$ cat src/rtl/tfp_pkg.sv
package tfp_pkg;
  typedef enum logic [1:0] {
    PH_HUNT = 2'd0,
    PH_BODY = 2'd1,
    PH_TAIL = 2'd2
  } phase_t;
endpackage

$ cat src/rtl/tfp_hdr_hunt.sv
module tfp_hdr_hunt #(
  parameter int ONES = 9
) (
  input  logic clk,
  input  logic rst_n,
  input  logic hunting,
  input  logic strobe,
  input  logic bit_i,
  output logic found
);
  localparam int CNT_W = $clog2(ONES + 1);
  localparam logic [CNT_W-1:0] CNT_LAST = CNT_W'(ONES - 1);

  logic [CNT_W-1:0] ones_q;

  assign found = hunting && strobe && bit_i && (ones_q == CNT_LAST);

  always_ff @(posedge clk or negedge rst_n) begin
    if (!rst_n) begin
      ones_q <= '0;
    end else if (!hunting || found) begin
      ones_q <= '0;
    end else if (strobe) begin
      if (bit_i) ones_q <= ones_q + 1'b1;
      else       ones_q <= '0;
    end
  end

  // the run counter never reaches the header length
  a_r1_cnt_bound: assert property (@(posedge clk) disable iff (!rst_n)
    ones_q <= CNT_LAST);
  // a zero during the hunt restarts the count
  a_r2_zero_clears: assert property (@(posedge clk) disable iff (!rst_n)
    (hunting && strobe && !bit_i) |=> (ones_q == '0));
endmodule

$ cat src/rtl/tfp_row_acc.sv
module tfp_row_acc #(
  parameter int COLS = 4
) (
  input  logic            clk,
  input  logic            rst_n,
  input  logic            clr,
  input  logic            shift,
  input  logic            bit_i,
  output logic [COLS-1:0] nib,
  output logic            rpar
);
  always_ff @(posedge clk or negedge rst_n) begin
    if (!rst_n) begin
      nib  <= '0;
      rpar <= 1'b0;
    end else if (clr) begin
      nib  <= '0;
      rpar <= 1'b0;
    end else if (shift) begin
      nib  <= {nib[COLS-2:0], bit_i};
      rpar <= rpar ^ bit_i;
    end
  end

  // running row parity always matches the collected nibble
  a_r3_par_tracks: assert property (@(posedge clk) disable iff (!rst_n)
    rpar == (^nib));
  // a row restart leaves nothing behind
  a_r9_row_clear: assert property (@(posedge clk) disable iff (!rst_n)
    clr |=> (nib == '0 && !rpar));
endmodule

$ cat src/rtl/tfp_col_par.sv
module tfp_col_par #(
  parameter int COLS = 4,
  parameter int SEL_W = 3
) (
  input  logic             clk,
  input  logic             rst_n,
  input  logic             clr,
  input  logic             upd,
  input  logic [SEL_W-1:0] sel,
  input  logic             bit_i,
  output logic [COLS-1:0]  cpar
);
  for (genvar gi = 0; gi < COLS; gi++) begin : g_col
    localparam logic [SEL_W-1:0] IDX = SEL_W'(gi);
    always_ff @(posedge clk or negedge rst_n) begin
      if (!rst_n)                    cpar[gi] <= 1'b0;
      else if (clr)                  cpar[gi] <= 1'b0;
      else if (upd && sel == IDX)    cpar[gi] <= cpar[gi] ^ bit_i;
    end
  end

  // frame end wipes the column accumulators
  a_r9_col_clear: assert property (@(posedge clk) disable iff (!rst_n)
    clr |=> (cpar == '0));
endmodule

$ cat src/rtl/tag_frame_parser.sv
module tag_frame_parser #(
  parameter int HDR_ONES = 9,
  parameter int ROWS     = 10,
  parameter int COLS     = 4,
  parameter int VER_ROWS = 2,
  localparam int TAG_W   = ROWS * COLS,
  localparam int VER_W   = VER_ROWS * COLS
) (
  input  logic             clk,
  input  logic             rst_n,
  input  logic             in_valid,
  output logic             in_ready,
  input  logic             in_bit,
  output logic             tag_valid,
  output logic             frame_error,
  output logic [TAG_W-1:0] tag_id,
  output logic [VER_W-1:0] ver_id
);
  import tfp_pkg::*;

  localparam int POS_W = $clog2(COLS + 1);
  localparam int ROW_W = $clog2(ROWS);
  localparam logic [POS_W-1:0] POS_PAR  = POS_W'(COLS);
  localparam logic [ROW_W-1:0] ROW_LAST = ROW_W'(ROWS - 1);

  phase_t           phase;
  logic [POS_W-1:0] pos;
  logic [ROW_W-1:0] row;
  logic             err;
  logic [TAG_W-1:0] tag_acc;

  logic             take, found;
  logic             body_data, row_end, frame_end;
  logic [COLS-1:0]  nib, cpar;
  logic             rpar, cpar_sel;

  assign in_ready  = 1'b1;
  assign take      = in_valid;
  assign body_data = take && phase == PH_BODY && pos != POS_PAR;
  assign row_end   = take && phase == PH_BODY && pos == POS_PAR;
  assign frame_end = take && phase == PH_TAIL && pos == POS_PAR;

  always_comb begin
    cpar_sel = 1'b0;
    for (int i = 0; i < COLS; i++)
      if (pos == POS_W'(i)) cpar_sel = cpar[i];
  end

  tfp_hdr_hunt #(.ONES(HDR_ONES)) hunt_i (
    .clk(clk), .rst_n(rst_n), .hunting(phase == PH_HUNT),
    .strobe(take), .bit_i(in_bit), .found(found)
  );

  tfp_row_acc #(.COLS(COLS)) row_i (
    .clk(clk), .rst_n(rst_n), .clr(row_end), .shift(body_data),
    .bit_i(in_bit), .nib(nib), .rpar(rpar)
  );

  tfp_col_par #(.COLS(COLS), .SEL_W(POS_W)) col_i (
    .clk(clk), .rst_n(rst_n), .clr(frame_end), .upd(body_data),
    .sel(pos), .bit_i(in_bit), .cpar(cpar)
  );

  always_ff @(posedge clk or negedge rst_n) begin
    if (!rst_n) begin
      phase       <= PH_HUNT;
      pos         <= '0;
      row         <= '0;
      err         <= 1'b0;
      tag_acc     <= '0;
      tag_valid   <= 1'b0;
      frame_error <= 1'b0;
      tag_id      <= '0;
      ver_id      <= '0;
    end else begin
      tag_valid   <= 1'b0;
      frame_error <= 1'b0;
      unique case (phase)
        PH_HUNT: begin
          pos <= '0;
          row <= '0;
          if (found) phase <= PH_BODY;
        end
        PH_BODY: begin
          if (take) begin
            if (pos == POS_PAR) begin
              err     <= err | (in_bit != rpar);
              tag_acc <= {tag_acc[TAG_W-COLS-1:0], nib};
              pos     <= '0;
              if (row == ROW_LAST) begin
                row   <= '0;
                phase <= PH_TAIL;
              end else begin
                row <= row + 1'b1;
              end
            end else begin
              pos <= pos + 1'b1;
            end
          end
        end
        PH_TAIL: begin
          if (take) begin
            if (pos == POS_PAR) begin
              if (!(err | in_bit)) begin
                tag_valid <= 1'b1;
                tag_id    <= tag_acc;
                ver_id    <= tag_acc[TAG_W-1 -: VER_W];
              end else begin
                frame_error <= 1'b1;
              end
              phase   <= PH_HUNT;
              pos     <= '0;
              err     <= 1'b0;
              tag_acc <= '0;
            end else begin
              err <= err | (in_bit != cpar_sel);
              pos <= pos + 1'b1;
            end
          end
        end
        default: phase <= PH_HUNT;
      endcase
    end
  end

  // verdicts are exclusive
  a_r12_exclusive: assert property (@(posedge clk) disable iff (!rst_n)
    !(tag_valid && frame_error));
  // each verdict lasts a single cycle
  a_r12_single_ok: assert property (@(posedge clk) disable iff (!rst_n)
    tag_valid |=> !tag_valid);
  a_r12_single_err: assert property (@(posedge clk) disable iff (!rst_n)
    frame_error |=> !frame_error);
  // stored identifier moves only with a valid pulse
  a_r8_tag_hold: assert property (@(posedge clk) disable iff (!rst_n)
    !$stable(tag_id) |-> tag_valid);
  a_r8_ver_hold: assert property (@(posedge clk) disable iff (!rst_n)
    !$stable(ver_id) |-> tag_valid);
  // a verdict leaves the parser hunting again
  a_r9_back_to_hunt: assert property (@(posedge clk) disable iff (!rst_n)
    (tag_valid || frame_error) |-> (phase == PH_HUNT));
  // verdicts only come out of the trailer
  a_r5_from_tail: assert property (@(posedge clk) disable iff (!rst_n)
    (tag_valid || frame_error) |-> $past(phase == PH_TAIL));
  // never stalls
  a_r10_ready: assert property (@(posedge clk) disable iff (!rst_n)
    in_ready);
endmodule

$ cat config.mk
export PLATFORM = sky130hd
export DESIGN_NAME = tag_frame_parser
export DESIGN_NICKNAME = d
export VERILOG_FILES = /design/src/rtl/tfp_pkg.sv /design/src/rtl/tfp_hdr_hunt.sv /design/src/rtl/tfp_row_acc.sv /design/src/rtl/tfp_col_par.sv /design/src/rtl/tag_frame_parser.sv
export SDC_FILE = /design/constraint.sdc
export NUM_CORES = 1
export LEC_CHECK = 0
export ABC_CLOCK_PERIOD_IN_PS = 5850
export CAP_MARGIN = 20
export CORE_MARGIN = 2
export CORE_UTILIZATION = 55
export CTS_BUF_LIST = sky130_fd_sc_hd__clkbuf_4
export DETAILED_ROUTE_END_ITERATION = 7
export GPL_TIMING_DRIVEN = 1
export PLACE_DENSITY = 0.75
export SYNTH_ARGS = -nofsm -noshare
export SYNTH_HDL_FRONTEND = slang
export SYNTH_SLANG_ARGS = --single-unit
$ cat constraint.sdc
create_clock -name clk -period 5.85 [get_ports clk]
set_clock_uncertainty 0.2 [all_clocks]
set_input_delay 1.4625 -clock clk [delete_from_list [all_inputs] [get_ports clk]]
set_output_delay 1.4625 -clock clk [all_outputs]
set_load 0.05 [all_outputs]
# == Word level (Yosys, flattened, before mapping) ==
# Index checks and enable logic that the tools add are counted.
# word_totals
elab_cells,129
regBits,113
output_inout_bits,51
in_bits,4
# classes
muxes,51
n_eq_ne,18
bitwise_logic,9
addsub,3
n_reduce_logical,32
# ops
operator,n
$mux 40,4
$pmux 40 s2,1
$mux 4,8
$mux 1,26
$reduce_bool 2->1,9
$logic_and 1x1->1,12
$mux 2,6
$add 4x1->4 const B,2
$eq 4x4->1 const B,2
$ne 2x1->1 const B,4
$pmux 4 s2,1
$reduce_and 4->1,2
$eq 3x2->1 const B,2
$mux 3,2
$ne 2x2->1 const B,3
$pmux 2 s3,1
$pmux 3 s2,1
$reduce_and 6->1,1
$reduce_and 5->1,1
$xor 1x1->1,5
$add 3x1->3 const B,1
$eq 3x1->1 const B,1
$eq 3x3->1 const B,1
$logic_not 3->1,1
other kinds (13),16

# == Longest topological paths before layout ==
# depth
word_depth,10
depth_mapped,8

# == Cells and area by module ==
# Synthesis repeated with hierarchy kept, for this count alone.
# unflattened
cells_unflattened,427
area_unflattened_um2,4969.8
# by_module_without_submodules
mod,seq_area_each_um2,area_each_um2,instances,cells_each
tag_frame_parser,2302.2,4292.9,1,362
tfp_hdr_hunt,100.1,250.2,1,27
tfp_row_acc,125.1,217.7,1,17
tfp_col_par,100.1,209.0,1,21

# == Worst setup path after synthesis ==
# Ideal clock, no wire load.
# synth_path
kind,in2reg
from,input port in_bit
to,register phase[0]
setup_slack_ns,3.085
cell_stages,5
setup_time_ns,0.125
required_time_ns,5.525
arrival_time_ns,2.440
n_path_buf,1
path_cell_list,buf_2 > nand2_1 > o31ai_4 > nand3_1 > mux2_2
# synth_via
elab_chain_len,4
# synth_lines
item,line,rtl
from (decl),tag_frame_parser.sv:13,"input logic in_bit,"
$logic_and 1x1->1 (2 in series),tfp_hdr_hunt.sv:16,assign found = hunting && strobe && bit_i && (ones_q == CNT_LAST);
$ne 2x2->1 (no source line),n/a,
$reduce_and 6->1 (no source line),n/a,
to (signal assigned),tag_frame_parser.sv:66,phase <= PH_HUNT;
to (signal assigned),tag_frame_parser.sv:82,if (found) phase <= PH_BODY;
to (signal assigned),tag_frame_parser.sv:92,phase <= PH_TAIL;
to (decl),tag_frame_parser.sv:26,phase_t phase;
# Every way passes these cells.
# A chain may end at the register's enable or synchronous reset.

# == Worst setup path in the final report ==
# layout_path
from,input port in_valid
to,register tag_id[37]
# layout_via
elab_chain_len,1
# layout_lines
item,line,rtl
from (decl),tag_frame_parser.sv:11,"input logic in_valid,"
$reduce_and 4->1 (no source line),n/a,
to (signal assigned),tag_frame_parser.sv:106,tag_id <= tag_acc;
to (decl),tag_frame_parser.sv:16,"output logic [TAG_W-1:0] tag_id,"
# Every way passes these cells.

==> metrics.txt <==
result of the run=completed; non-filler instance count after layout=482; share of the core filled with cells=0.6525; Overall Global Routing Usage=0.1861; num rows=32; remaining global-route overflow=0; fin nets=392; number of pins with negative max-slew slack in the final report=0; syn_nets=350; Worst Path Max Fanout=41; number of global-route vias before repair=2563; number of antenna violations at the first check in global routing=0; Finish-stage setup viols=0; Syn Area/Cell=13.15 um2; number of gates resized after cts=0; part of the total power dissipated in combinational logic=0.337; leakage power=2.421 nW; Die Wd=93.25 um; VDD IR-drop max=0.2096 mV; layout overhead on the synthesized area=15.11%; Hold Crit Class=reg -> reg; count of TritonRoute iterations in the first routing pass=4; antenna fix cells=0; switching share of power=0.3845; post-cts hold buffer count=0; Yosys warnings=0; clock latency on the worst-skew pair=0.44 ns; storage element area=2628 um2; area of the die=8695 um2; clk slew on worst S/H paths=0.15 ns; measured slew at the worst slew-check pin=0.9532 ns; unrepaired setup endpoints after global routing=no; Clock Path Buffers=2; routed wirelength normalized by instance count=15.62 um; count of final hold-check violations=0; max-capacitance violation count=0; count of buffers from port buffering=53; critical path capture point type=register; mapped cell area=4380 um2; share of power burned in registers=0.498; Final Total Pwr=0.002061 W; TritonCTS buffer count=9; number of ports placed on the die boundary=55; Post-Synthesis Cells=333; data arrival time of the critical path=3.71 ns; via density per instance=5.573; Multi-input gate area=1564 um2; Power per Cell Area=408.7 nW/um2; wire length of the first global-routing pass=12.72 mm; FMAX=0.2786 GHz; post-detailed-route count of antenna-violating nets=0; sequential area share after synthesis=0.5998; CTS H-tree lvls=3; largest net degree at the start of global routing=79; startpoint kind of the worst setup timing path=input pin; Max transition margin=0.3623; share of the clock period used by the worst path after layout=0.6136; Async SR Flop Fraction=1.000; setup tns final=0 ns; RD Place Congestion=0.8192; total wirelength of the detailed-routed design=7.531 mm; number of library cell types mapped by synthesis=42; internal power consumption=0.001268 W; number of synthesized flops with an enable pin=0; buffer cell driving the clock tree root=clkbuf_4; placed wire-length estimate after detailed placement=4.911 mm; placeable core region=7727 um2; fraction of final layout cells sized beyond drive strength 1=0.1737; part of the power in the clock network=0.165; CTS tree=done; number of filler instances in the final layout=573; number of DRC violations after detailed-routing iteration 0=135; vias post-DR=2686; post-synthesis register bit count=105; minimum clock period=3.589 ns; Cell Count Post-Placement=466; path type of the worst setup path=in -> reg; critical path data required time=5.98 ns; die span in y=93.25 um; number of setup buffers added after CTS=0; DRC violations left=0; Main synth FF type=dfrtp_1; total clock sinks=105; initial core utilization=0.5669; Psw=0.0007925 W
sequential cells by signal, indices dropped and copies added (netlist names):
register,count
frame_error,1
hunt_i.ones_q,4
tag_id,40
pos,3
err,1
col_i.cpar,4
phase,2
row_i.nib,4
row,4
tag_valid,1
row_i.rpar,1
tag_acc,40
placed cells by master, fill, tap and decap left out, types with 4 or more instances in the layout:
cell             count
a21oi_1              4
a22o_1              43
buf_4                4
clkbuf_4            10
clkdlybuf4s50_1     52
dfrtp_1            105
ha_1                13
inv_1               13
mux2_2              40
nand2_1             20
nand3_1              5
nor2_1              12
nor2b_1              4
o21ai_0             12
xor2_1               4
final cells by class:
class	count	area share
Sequential cell	105	0.5211
Timing Repair Buffer	56	0.1092
Multi-Input combinational cell	190	0.3102
Clock inverter	6	0.009677
Inverter	13	0.009677
Clock buffer	10	0.01489
Tap cell	102	0.02531
power groups by stage:
stage / clock network [W] / logic (W) / registers [W]
2_1_floorplan: 0 / 0.000518 / 0.00103
3_3_place_gp: 0 / 0.000681 / 0.00104
3_5_place_dp: 0 / 0.000696 / 0.00104
4_1_cts: 0.000350 / 0.000701 / 0.00102
5_1_grt: 0.000385 / 0.000766 / 0.00105
6_report: 0.000339 / 0.000695 / 0.00103
routing by layer:
| layer | vias up | wire (um) | share of wire | global-route usage |
|---|---|---|---|---|
| met5 | - | 0 | 0 | 0 |
| met4 | 0 | 104 | 0.014 | 0.06618 |
| met3 | 9 | 256 | 0.034 | 0.03223 |
| met2 | 53 | 3472 | 0.46 | 0.2794 |
| li1 | 1269 | - | - | - |
| met1 | 1355 | 3698 | 0.49 | 0.2753 |
logic make-up (layout without fill, tap and decap cells):
group                    Yosys count  in the layout  synth area share
AND/OR/NAND/NOR                   56             56           0.06455
other                              1              1         0.0008561
adder cells (fa/ha/maj)           13             13           0.03713
XOR/XNOR                           5              5          0.009997
AO/OA/AOI/OAI                     70             70            0.1297
buffers and inverters             38             85           0.04313
flip-flops                       105            105            0.5998
multiplexers                      45             45            0.1148
through the flow:
stage,hold slack (ns),area [um2],worst slack (ns)
detailed placement,0.2751,4918,1.781
floorplan,0.2585,4380,3.085
finish,0.3028,5042,2.261
CTS,0.3028,5042,2.263
global route,0.3308,5042,2.094
global placement,0.2791,4918,1.851
worst paths after layout:
path	start	endpoint	slack, ns	cells past startpoint
setup / recovery	in_valid	tag_id[37]	2.26	5
hold reg to reg	row[3]	row[3]	0.30	1
max in group asynchronous	rst_n	tag_acc[27]	3.59	2
setup reg to reg	pos[0]	tag_id[37]	3.22	6
hold / removal	row[3]	row[3]	0.30	1
min in group asynchronous	rst_n	col_i.cpar[2]	0.95	1
synthesized netlist by cell type, types with 4 or more instances:
master	number	area, um2
nand2_1	20	75.07
xor2_1	4	35.03
clkbuf_1	6	22.52
nor2_1	12	45.04
inv_1	13	48.80
nand3_1	5	25.02
dfrtp_1	105	2628
ha_1	13	162.7
o21ai_0	12	60.06
a22o_1	43	376.6
buf_2	9	45.04
a21oi_1	4	20.02
nor2b_1	4	25.02
buf_4	9	67.56
mux2_2	40	450.4
critical path, stage by stage:
cell,delay (ns)
clkdlybuf4s50_1,0.78
nand3_2,0.19
nor2_4,0.18
nand2_2,0.55
mux2_1,0.54
Note: power is estimated with default switching activity, not from simulation.
